--- config.mk ---
export PLATFORM = sky130hd
export DESIGN_NAME = sdr_refresh_sched
export DESIGN_NICKNAME = d
export VERILOG_FILES = /design/src/rtl/sdr_rs_pkg.sv /design/src/rtl/sdr_rs_req_latch.sv /design/src/rtl/sdr_rs_timer.sv /design/src/rtl/sdr_rs_cmd_enc.sv /design/src/rtl/sdr_refresh_sched.sv
export SDC_FILE = /design/constraint.sdc
export NUM_CORES = 1
export LEC_CHECK = 0
export BUFFER_PORTS_ARGS = -buffer_cell sky130_fd_sc_hd__buf_2
export CORE_MARGIN = 2
export CORE_UTILIZATION = 46
export CTS_CLUSTER_DIAMETER = 80
export DETAILED_ROUTE_END_ITERATION = 12
export HOLD_SLACK_MARGIN = 0.05
export PLACE_DENSITY_LB_ADDON = 0.2
export SLEW_MARGIN = 20
export SYNTH_ARGS = -nofsm -noshare
export SYNTH_HDL_FRONTEND = slang
export SYNTH_SLANG_ARGS = --single-unit
export TNS_END_PERCENT = 50
--- constraint.sdc ---
create_clock -name clk_i -period 1.54 [get_ports clk_i]
set_clock_uncertainty 0.1 [all_clocks]
set_input_delay 0.154 -clock clk_i [delete_from_list [all_inputs] [get_ports clk_i]]
set_output_delay 0.154 -clock clk_i [all_outputs]
set_load 0.02 [all_outputs]
--- src/rtl/sdr_rs_pkg.sv ---
package sdr_rs_pkg;
  typedef enum logic [2:0] {
    ST_IDLE, ST_AREF, ST_AREC, ST_PRE, ST_PWAIT, ST_SENTER, ST_SHOLD, ST_SEXIT
  } sched_st_e;

  typedef struct packed {
    logic cs_n;
    logic ras_n;
    logic cas_n;
    logic we_n;
  } sdr_cmd_t;

  localparam sdr_cmd_t CMD_NOP = '{cs_n: 1'b0, ras_n: 1'b1, cas_n: 1'b1, we_n: 1'b1};
  localparam sdr_cmd_t CMD_PRE = '{cs_n: 1'b0, ras_n: 1'b0, cas_n: 1'b1, we_n: 1'b0};
  localparam sdr_cmd_t CMD_REF = '{cs_n: 1'b0, ras_n: 1'b0, cas_n: 1'b0, we_n: 1'b1};
endpackage

--- src/rtl/sdr_rs_req_latch.sv ---
module sdr_rs_req_latch (
  input  logic clk_i,
  input  logic rst_ni,
  input  logic tick_i,
  input  logic take_i,
  input  logic block_i,
  output logic pend_o,
  output logic overrun_o
);
  logic pend_q, ovr_q, tick_eff;

  assign tick_eff = tick_i & ~block_i;

  always_ff @(posedge clk_i or negedge rst_ni) begin
    if (!rst_ni) begin
      pend_q <= 1'b0;
      ovr_q  <= 1'b0;
    end else begin
      pend_q <= tick_eff | (pend_q & ~take_i);
      // replaced request: earlier one is lost
      if (tick_eff && pend_q && !take_i) ovr_q <= 1'b1;
    end
  end

  assign pend_o    = pend_q;
  assign overrun_o = ovr_q;
endmodule

--- src/rtl/sdr_rs_timer.sv ---
module sdr_rs_timer #(
  parameter int unsigned CNT_W = 4
) (
  input  logic             clk_i,
  input  logic             rst_ni,
  input  logic             load_i,
  input  logic [CNT_W-1:0] val_i,
  output logic             last_o
);
  logic [CNT_W-1:0] cnt_q;

  always_ff @(posedge clk_i or negedge rst_ni) begin
    if (!rst_ni)             cnt_q <= '0;
    else if (load_i)         cnt_q <= val_i;
    else if (cnt_q != '0)    cnt_q <= cnt_q - 1'b1;
  end

  assign last_o = (cnt_q == CNT_W'(1));
endmodule

--- src/rtl/sdr_rs_cmd_enc.sv ---
module sdr_rs_cmd_enc
  import sdr_rs_pkg::*;
(
  input  sched_st_e st_i,
  output sdr_cmd_t  cmd_o,
  output logic      cke_o,
  output logic      a10_o,
  output logic      hiz_o
);
  always_comb begin
    cmd_o = CMD_NOP;
    cke_o = 1'b1;
    a10_o = 1'b0;
    hiz_o = 1'b0;
    unique case (st_i)
      ST_AREF:   cmd_o = CMD_REF;
      ST_PRE: begin
        cmd_o = CMD_PRE;
        a10_o = 1'b1;
        hiz_o = 1'b1;
      end
      ST_PWAIT:  hiz_o = 1'b1;
      ST_SENTER: begin
        cmd_o = CMD_REF;
        cke_o = 1'b0;
        hiz_o = 1'b1;
      end
      ST_SHOLD: begin
        cke_o = 1'b0;
        hiz_o = 1'b1;
      end
      ST_SEXIT:  hiz_o = 1'b1;
      default:   ;
    endcase
  end
endmodule

--- src/rtl/sdr_refresh_sched.sv ---
module sdr_refresh_sched
  import sdr_rs_pkg::*;
#(
  parameter int unsigned TRC_CYCLES       = 4,
  parameter int unsigned TPW_CYCLES       = 2,
  parameter int unsigned EXIT_IDLE_CYCLES = 3
) (
  input  logic clk_i,
  input  logic rst_ni,
  input  logic refresh_tick_i,
  input  logic bus_busy_i,
  input  logic self_req_i,
  input  logic self_release_i,
  output logic grant_o,
  output logic cs_no,
  output logic ras_no,
  output logic cas_no,
  output logic we_no,
  output logic cke_o,
  output logic a10_o,
  output logic dq_hiz_o,
  output logic overrun_o
);
  localparam int unsigned MAX_A   = (TRC_CYCLES > TPW_CYCLES) ? TRC_CYCLES : TPW_CYCLES;
  localparam int unsigned MAX_CNT = (MAX_A > EXIT_IDLE_CYCLES) ? MAX_A : EXIT_IDLE_CYCLES;
  localparam int unsigned CNT_W   = $clog2(MAX_CNT + 1);

  sched_st_e        st_q, st_d;
  logic             pend, take, go_pre, self_seq, sreq_q;
  logic             tmr_load, tmr_last;
  logic [CNT_W-1:0] tmr_val;
  sdr_cmd_t         cmd;

  assign self_seq = (st_q == ST_PRE) || (st_q == ST_PWAIT) || (st_q == ST_SENTER)
                 || (st_q == ST_SHOLD) || (st_q == ST_SEXIT);

  always_comb begin
    st_d   = st_q;
    take   = 1'b0;
    go_pre = 1'b0;
    unique case (st_q)
      ST_IDLE: if (!bus_busy_i) begin
        if (pend) begin
          st_d = ST_AREF;
          take = 1'b1;
        end else if (sreq_q) begin
          st_d   = ST_PRE;
          go_pre = 1'b1;
        end
      end
      ST_AREF:   st_d = ST_AREC;
      ST_AREC:   if (tmr_last) st_d = ST_IDLE;
      ST_PRE:    st_d = ST_PWAIT;
      ST_PWAIT:  if (tmr_last) st_d = ST_SENTER;
      ST_SENTER: st_d = ST_SHOLD;
      ST_SHOLD:  if (self_release_i) st_d = ST_SEXIT;
      ST_SEXIT:  if (tmr_last) st_d = ST_IDLE;
      default:   st_d = ST_IDLE;
    endcase
  end

  always_comb begin
    tmr_load = 1'b0;
    tmr_val  = '0;
    if (st_d != st_q) begin
      unique case (st_d)
        ST_AREC:  begin tmr_load = 1'b1; tmr_val = CNT_W'(TRC_CYCLES);       end
        ST_PWAIT: begin tmr_load = 1'b1; tmr_val = CNT_W'(TPW_CYCLES);       end
        ST_SEXIT: begin tmr_load = 1'b1; tmr_val = CNT_W'(EXIT_IDLE_CYCLES); end
        default:  ;
      endcase
    end
  end

  always_ff @(posedge clk_i or negedge rst_ni) begin
    if (!rst_ni) begin
      st_q   <= ST_IDLE;
      sreq_q <= 1'b0;
    end else begin
      st_q   <= st_d;
      sreq_q <= ~self_seq & ~go_pre & (sreq_q | self_req_i);
    end
  end

  sdr_rs_req_latch u_req (
    .clk_i     (clk_i),
    .rst_ni    (rst_ni),
    .tick_i    (refresh_tick_i),
    .take_i    (take),
    .block_i   (self_seq | go_pre),
    .pend_o    (pend),
    .overrun_o (overrun_o)
  );

  sdr_rs_timer #(.CNT_W(CNT_W)) u_tmr (
    .clk_i  (clk_i),
    .rst_ni (rst_ni),
    .load_i (tmr_load),
    .val_i  (tmr_val),
    .last_o (tmr_last)
  );

  sdr_rs_cmd_enc u_enc (
    .st_i  (st_q),
    .cmd_o (cmd),
    .cke_o (cke_o),
    .a10_o (a10_o),
    .hiz_o (dq_hiz_o)
  );

  assign cs_no   = cmd.cs_n;
  assign ras_no  = cmd.ras_n;
  assign cas_no  = cmd.cas_n;
  assign we_no   = cmd.we_n;
  assign grant_o = (st_q == ST_IDLE) & ~pend & ~sreq_q;
endmodule

; ---- Yosys cells after proc, flatten, opt, wreduce, memory -nomap -nowiden
; Cells that the tools add are included.
[totals]
output_inout_bits = 9
inputBits = 6
register_bits = 9
elab_cells = 72
[classes]
bitwise = 15
addsub = 1
eq_ne = 12
reduce_logical = 15
muxes = 24
[ops]
columns = operator, n
row1 = 3-bit 2-to-1 mux, 9
row2 = 3-bit one-hot mux with 7 select lines, 1
row3 = 3-bit equality test (second input constant), 6
row4 = 1-bit 2-to-1 mux, 12
row5 = 3-bit by 2-bit equality test with 1-bit output (second input constant), 3
row6 = 3-bit one-hot mux with 3 select lines, 1
row7 = 1-bit bitwise AND, 6
row8 = 3-bit by 1-bit equality test with 1-bit output (second input constant), 2
row9 = 1-bit inverter, 6
row10 = 3-bit one-hot mux with 2 select lines, 1
row11 = 2-bit OR reduction, 3
row12 = 5-bit OR reduction, 1
row13 = 1-bit logical OR, 4
row14 = 3-bit zero test, 1
row15 = 3-bit inequality test, 1
row16 = 1-bit bitwise OR, 3
row17 = 3-bit nonzero test, 1
row18 = 3-bit OR reduction, 1
row19 = 3-bit by 1-bit subtractor with 3-bit output (second input constant), 1
row20 = 1-bit logical AND, 2
row21 = 2-bit nonzero test, 1
row22 = 1-bit zero test, 1

; ---- Logic depth before layout (Yosys ltp)
; Gate-level depths: netlist of the first run.
[depth]
word_depth = 10
mapped_depth = 7
ltp_nobuf = 7

; ---- Modules after synthesis
; A second synthesis of the first run with hierarchy kept.
[unflattened]
hier_cells = 91
area_unflattened_um2 = 720.7
[by_module_without_submodules]
columns = module, cells_each, instances, seq_area_each_um2, area_per_inst_um2
row1 = sdr_refresh_sched, 51, 1, 100.1, 357.8
row2 = sdr_rs_timer, 22, 1, 75.1, 219.0
row3 = sdr_rs_req_latch, 7, 1, 50.0, 83.8
row4 = sdr_rs_cmd_enc, 11, 1, 0.0, 60.1

; ---- Least setup slack after synthesis of the first run
; OpenSTA, ideal clock, no wires.
[synth_timing]
path_kind = register to output
start = reg st_q[0]
end = out grant_o
stages_incl_launch_ff = 4
path_slack_ps = -47
t_required_ps = 1286
t_arrival_ps = 1333
n_path_buf = 1
path_cell_list = dfrtp_1 buf_6 or3_4 nor3_1
[synth_between]
elab_chain_cells = 3
[synth_rtl]
columns = element, line_no
row1 = "start, declared", sdr_refresh_sched.sv:28  ; sched_st_e st_q, st_d;
row2 = "start signal, assigned", sdr_refresh_sched.sv:80  ; st_q <= st_d;
row3 = 3-bit zero test, sdr_refresh_sched.sv:115  ; assign grant_o = (st_q == ST_IDLE) & ~pend & ~sreq_q;
row4 = 1-bit bitwise AND (2 in a row), sdr_refresh_sched.sv:115
row5 = "end, declared", sdr_refresh_sched.sv:14  ; output logic grant_o,
; Every way passes these cells.

; ---- Worst setup path in the final report of the first run
; Ends and elaborated chain as after synthesis.

==> results of run 1 <==
[worst paths after layout]
kind / start / end / slack (ps) / depth (start not counted)
setup / recovery: st_q[0]$_DFF_PN0_ / grant_o / -120 / 4
hold / removal: rst_ni / u_req.overrun_o$_DFFE_PN0P_ / 170 / 2
setup reg to reg: st_q[0]$_DFF_PN0_ / u_tmr.cnt_q[0]$_DFFE_PN0P_ / -30 / 6
hold reg to reg: u_req.overrun_o$_DFFE_PN0P_ / u_req.overrun_o$_DFFE_PN0P_ / 390 / 1
max in group asynchronous: rst_ni / st_q[1]$_DFF_PN0_ / 960 / 2
min in group clk_i: bus_busy_i / u_req.pend_o$_DFF_PN0_ / 170 / 3
[routing by layer]
layer,vias to the layer above,global-route usage,share of wire
met5,-,0,0
met4,0,0.0839,0
met3,0,0.0174,0.054
met2,21,0.303,0.49
met1,293,0.245,0.45
li1,329,-,-
[repair_timing]
item,CTS,global route
gates cloned,0,0
setup endpoints to repair,5,6
pin swaps,2,2
setup buffers,2,2
resized for setup,10,12
hold buffers,3,0
hold endpoints to repair,11,0
[cell usage after synthesis, types with 2 or more instances]
master	n
a21boi_0	2
a21oi_1	4
and2_1	2
dfrtp_1	9
ha_1	3
inv_1	3
mux2i_1	2
nand2_1	16
nand2b_1	3
nor2_1	9
nor3_1	2
o21ai_0	4
o21bai_1	2
[flip-flops by register name (all words and copies together), names as in the netlist]
register,flops
st_q,3
u_req.pend_o,1
u_tmr.cnt_q,3
sreq_q,1
u_req.overrun_o,1
[power groups by stage]
stage | registers (mW) | clock network, mW | logic [mW]
after detailed placement | 0.428 | 0 | 1.09
after floorplan | 0.441 | 0 | 0.814
after CTS | 0.428 | 0.188 | 1.19
final | 0.441 | 0.183 | 1.32
after global routing | 0.455 | 0.199 | 1.45
after global placement | 0.421 | 0 | 1.06
[worst max-delay path, stage by stage (launching register included)]
cell and delay, ps:
dfrtp_1 390, buf_6 120, or3_4 350, nor3_4 140, buf_6 140
[cells by family after synthesis]
kind of cell,Yosys count,synth area share
simple gates,39,0.287
compound gates,18,0.204
flops,9,0.340
buf+inv,7,0.0586
mux,3,0.0473
fa+ha+maj,3,0.0567
other cells,1,0.00567
[area by class of cell]
type | count | area share
Clock buffer | 4 | 0.0280
Tap cell | 15 | 0.0200
Multi-Input combinational cell | 64 | 0.469
Sequential cell | 9 | 0.241
Inverter | 3 | 0.0120
Timing Repair Buffer | 29 | 0.230
[per-stage QoR]
step | utilization | setup slack [ps] | instances
floorplan | - | 8.27 | 80
global placement | 0.606 | 24.2 | 114
detailed placement | 0.606 | -53.2 | 114
CTS | 0.675 | -92.9 | 122
global route | 0.713 | -136 | 124
finish | 0.713 | -116 | 124
[placed cells by master (no fill, tap or decap), types with 2 or more instances in the layout]
cell type	count
ha_2	2
o21bai_1	2
mux2i_1	2
nand2_1	13
inv_2	2
buf_4	10
a21oi_1	4
nor2_1	9
o21ai_0	4
dfrtp_1	8
dlygate4sd3_1	3
buf_2	11
nand2_2	3
buf_6	5
clkbuf_4	3
nand2b_1	2
==> summary.txt, run 1 <==
Status
  • Run status: finished with violations
  • Failing checks: setup timing

Clock network
  • Max clock buf depth: 2
  • Clk slew on worst S/H paths: around 70 ps
  • Clock root buffer: clkbuf_4
  • Clk_lat worst skew: 260 ps
  • CTS Buf Count: 3
  • TritonCTS sink count: 9
  • H-tree depth: 1
  • CTS tree: yes

Finish
  • Final Instance Area: approximately 940 um^2
  • Register area: approximately 230 um^2
  • Multi-input logic area: between 400 and 500 um^2
  • Antenna Cells: 0
  • Layout cell share with drive strength beyond 1: 0.440
  • NumNets Final: around 120
  • Fill cells: between 100 and 150
  • Synthesis-to-layout area growth: 42.0%

Drt
  • Vias: about 640
  • WL/cell: 12.3 um
  • Vias per Instance: around 5.2
  • Routed Antenna Nets: 0
  • Final Routed Wirelength: approximately 1500 um
  • TritonRoute pass-1 iters: 4
  • DR iter-0 viols: 18
  • DRC Markers: 0

Die
  • Core Box Area: approximately 0.0013 mm^2
  • Initial core utilization: 0.502
  • Die extent in x: roughly 42 um
  • Row count: 13
  • Die Height: 41.9 um
  • Die area: 0.00176 mm^2
  • # IOs: 15

Pwr
  • PD cells: 2060 mW/mm^2
  • Tot Pwr: approximately 1.9 mW
  • Sw Pwr: 0.843 mW
  • VDD IR-drop max: around 1000 uV
  • Clock share of power: 0.094
  • Pleak: about 0.43 nW
  • Gate power share: 0.679
  • Sequential group share of total power: 0.227
  • Switching share of power: 0.435
  • Int Pwr: around 1.1 mW

STA
  • Final hold vios: 0
  • Period utilization: 1.08
  • Unrepaired setup endpoints after global routing: true
  • Max Fclk: ~0.6 GHz
  • Minimum clock period: about 1700 ps
  • # setup viols final: 3
  • Setup TNS Final: -237 ps
  • Worst hold slack: ~170 ps
  • Setup ws final: -116 ps
  • Fin. max-slew vios: 0

Synth
  • Register bit total from synthesis: 9
  • Ys async rst share: 1.00
  • Synth area leader: dfrtp_1
  • Mean Syn Cell Area: 8.27 um^2
  • Syn Std Cell Area: 662 um^2
  • Distinct cell type count after synthesis: 32
  • Cells after Synth: 80
  • Post-synthesis sequential area ratio: 0.340
  • Area contributors post-synth: dfrtp_1 34%, nand2_1 9.1%, ha_1 5.7%
  • Top cell type's share of synthesized area: 0.340
  • Synth warn: 0
  • Syn Nets: 89
  • Primary FF master, synth: dfrtp_1
  • Post-synth EDFFs: 0

Worst setup path
  • CP Launch Type: flip-flop
  • Arrival @ worst endpoint: 1400 ps
  • Worst-path fanout max: 3
  • Worst setup EP type: primary output
  • WP data required: 1290 ps
  • CP Class: reg -> out

Global route
  • Grt ovf: 0
  • Vias in the first global route: roughly 590
  • First-pass GRT wire length: 2510 um
  • Overall routing resource usage: 0.185
  • Largest net degree at the start of global routing: 16
  • Initial antenna violation count: 0

Placed design
  • Placed Area: around 800 um^2
  • GP Congestion: 0.793
  • Hpwl dp: ~1100 um
  • Buffers on Ports: 13

Run
  • Maxcap violations: 0

Hold path
  • Worst hold path class: in -> async
Note: power is estimated with default switching activity, not from simulation.
==> inputs of run 2 (changes only) <==
--- a/config.mk
+++ b/config.mk
@@ -6,12 +6,12 @@
 export NUM_CORES = 1
 export LEC_CHECK = 0
 export BUFFER_PORTS_ARGS = -buffer_cell sky130_fd_sc_hd__buf_2
-export CORE_MARGIN = 2
-export CORE_UTILIZATION = 46
+export CORE_UTILIZATION = 50
 export CTS_CLUSTER_DIAMETER = 80
 export DETAILED_ROUTE_END_ITERATION = 12
 export HOLD_SLACK_MARGIN = 0.05
 export PLACE_DENSITY_LB_ADDON = 0.2
+export RECOVER_POWER = 25
 export SLEW_MARGIN = 20
 export SYNTH_ARGS = -nofsm -noshare
 export SYNTH_HDL_FRONTEND = slang
==> constraint.sdc (replaced) <==
create_clock -name clk_i -period 1.7 [get_ports clk_i]
set_clock_uncertainty 0.1 [all_clocks]
set_input_delay 0.17 -clock clk_i [delete_from_list [all_inputs] [get_ports clk_i]]
set_output_delay 0.17 -clock clk_i [all_outputs]
set_load 0.02 [all_outputs]
==> run 2 against run 1 <==
Net effect: the run now ends clean; clock-buffer cell count decreased by 1; sequential power about the same; register-to-register slack improved by 100 ps; largest cell class unchanged; hold slack improved by 14 ps; sequential share of layout area increased by 2.5 points.
==> summary.txt, run 2 (synthesis results as in run 1) <==
Status
  • Run status: finished, final reports clean

Finish
  • Most frequent cells in the layout: 15 x nand2_1, 10 x buf_2, 9 x nor2_1, 7 x dfrtp_1
  • Register area: approximately 230 um^2
  • Antenna Cells: 0
  • Biggest regs: st_q (3), u_tmr.cnt_q (3)
  • Layout cell share with drive strength beyond 1: 0.347
  • Multi-input logic area: between 400 and 500 um^2
  • NumNets Final: about 110
  • Fill cells: 85
  • Final Instance Area: 857 um^2
  • Synthesis-to-layout area growth: 29.5%
  • Most common cell after layout, fill and taps aside: nand2_1

Drt
  • Vias per Instance: approximately 5.6
  • DR iter-0 viols: 16
  • DRC Markers: 0
  • Vias: 646
  • WL/cell: 14.6 um
  • TritonRoute pass-1 iters: 4
  • Final Routed Wirelength: between 1500 and 2000 um
  • Routed Antenna Nets: 0

Global route
  • First-pass GRT wire length: about 2600 um
  • Initial antenna violation count: 0
  • Vias in the first global route: 621
  • Largest net degree at the start of global routing: 16
  • Grt ovf: 0
  • Overall routing resource usage: 0.272

Placed design
  • Hpwl dp: between 1000 and 1500 um
  • Placed Area: 732 um^2
  • Place WS: between 50 and 60 ps
  • Buffers on Ports: 13
  • GP Congestion: 0.805

Pwr
  • Sw Pwr: between 0.8 and 0.9 mW
  • Switching share of power: 0.470
  • Tot Pwr: approximately 1.7 mW
  • Int Pwr: 0.920 mW
  • Gate power share: 0.647
  • PD cells: 2030 mW/mm^2
  • Sequential group share of total power: 0.255
  • Pleak: between 0.3 and 0.4 nW
  • Clock share of power: 0.098
  • VDD IR-drop max: about 1000 uV

Clock network
  • Max clock buf depth: 2
  • Clock root buffer: clkbuf_4
  • TritonCTS sink count: 9
  • Clk slew on worst S/H paths: approximately 70 ps
  • H-tree depth: 1
  • CTS Buf Count: 3
  • CTS tree: yes
  • Clk_lat worst skew: 270 ps

Worst setup path
  • CP Launch Type: flip-flop
  • CP max-delay cell: dfrtp_2
  • Crit path cell chain: or3_4 -> nor3_4 -> buf_6
  • Arrival @ worst endpoint: between 1000 and 1500 ps
  • CP Class: reg -> out
  • WP data required: ~1400 ps
  • Stages on the worst setup path: 3
  • Worst-path fanout max: 8
  • Worst r2r path cells: 7
  • Worst setup EP type: primary output
  • Top delay family on crit path: simple AND/OR/NAND/NOR gates
  • Critical Path Max Stage Delay: about 460 ps
  • Buf/Inv on CP: 1

Run
  • Maxcap violations: 0

STA
  • Setup ws final: about 31 ps
  • Unrepaired setup endpoints after global routing: true
  • Minimum clock period: 1670 ps
  • Fin. max-slew vios: 0
  • Period utilization: 0.982
  • Final hold vios: 0
  • Max Fclk: between 0.5 and 0.6 GHz
  • # setup viols final: 0
  • Worst hold slack: between 150 and 200 ps

Die
  • Initial core utilization: 0.565
  • Row count: 12
  • Core Box Area: 0.00117 mm^2
  • Die extent in x: about 38 um
  • Die area: between 0.001 and 0.0015 mm^2
  • # IOs: 15
  • Die Height: approximately 38 um

Hold path
  • Worst hold path class: in -> reg
  • Depth of the worst hold-timing path: 3
## run 2: changes by cell type in the layout (fill, tap and decap cells not counted), sizes merged
cell / change
buf: -9
clkinv: +1
## run 2: tightest hold or removal path, cell delays in order
cell     delay [ps]
buf_2           120
o21ai_0         140
nand2_1          90
## run 2: repair_timing
action	4_1_cts	5_1_grt
hold buffers	3	0
endpoints found under the setup margin	4	3
pin swaps	0	3
resized for setup	3	11
gates cloned	0	0
hold endpoints to repair	11	0
setup buffers	3	0
## run 2: metal layers
layer	vias up	wire length, um	track usage
met5	-	0	0
met3	10	126	0.134
li1	314	-	-
met2	33	839	0.462
met4	0	38	0.0862
met1	289	680	0.294
## run 2: path summary, 6_finish.rpt
| path | startpoint | end | slack (ps) |
|---|---|---|---|
| setup / recovery | st_q[1]$_DFF_PN0_ | grant_o | 30 |
| hold / removal | bus_busy_i | u_req.pend_o$_DFF_PN0_ | 180 |
| setup reg to reg | u_tmr.cnt_q[0]$_DFFE_PN0P_ | u_tmr.cnt_q[0]$_DFFE_PN0P_ | 70 |
| hold reg to reg | u_req.overrun_o$_DFFE_PN0P_ | u_req.overrun_o$_DFFE_PN0P_ | 400 |
| max in group asynchronous | rst_ni | st_q[1]$_DFF_PN0_ | 870 |
| min in group asynchronous | rst_ni | u_req.pend_o$_DFF_PN0_ | 270 |
## run 2: layout make-up
type / count / area share
Tap cell: 14 / 0.0204
Clock buffer: 3 / 0.0263
Clock inverter: 1 / 0.00584
Timing Repair Buffer: 21 / 0.172
Inverter: 3 / 0.0131
Sequential cell: 9 / 0.266
Multi-Input combinational cell: 64 / 0.496
## run 2: power groups by stage
stage                     clock (mW)  sequential [mW]  combinational [mW]
after floorplan                    0            0.397               0.736
after global placement             0            0.427               0.893
after detailed placement           0            0.435               0.921
after CTS                      0.176            0.421               0.999
after global routing           0.188            0.456                1.22
final                          0.171            0.443                1.12
## run 2: per-stage QoR
step | cells | utilization | setup TNS (ps)
after floorplan | 80 | - | 0
after global placement | 105 | 0.625 | 0
after detailed placement | 105 | 0.625 | 0
after CTS | 115 | 0.700 | 0
after global routing | 115 | 0.732 | -15.1
final | 115 | 0.732 | 0
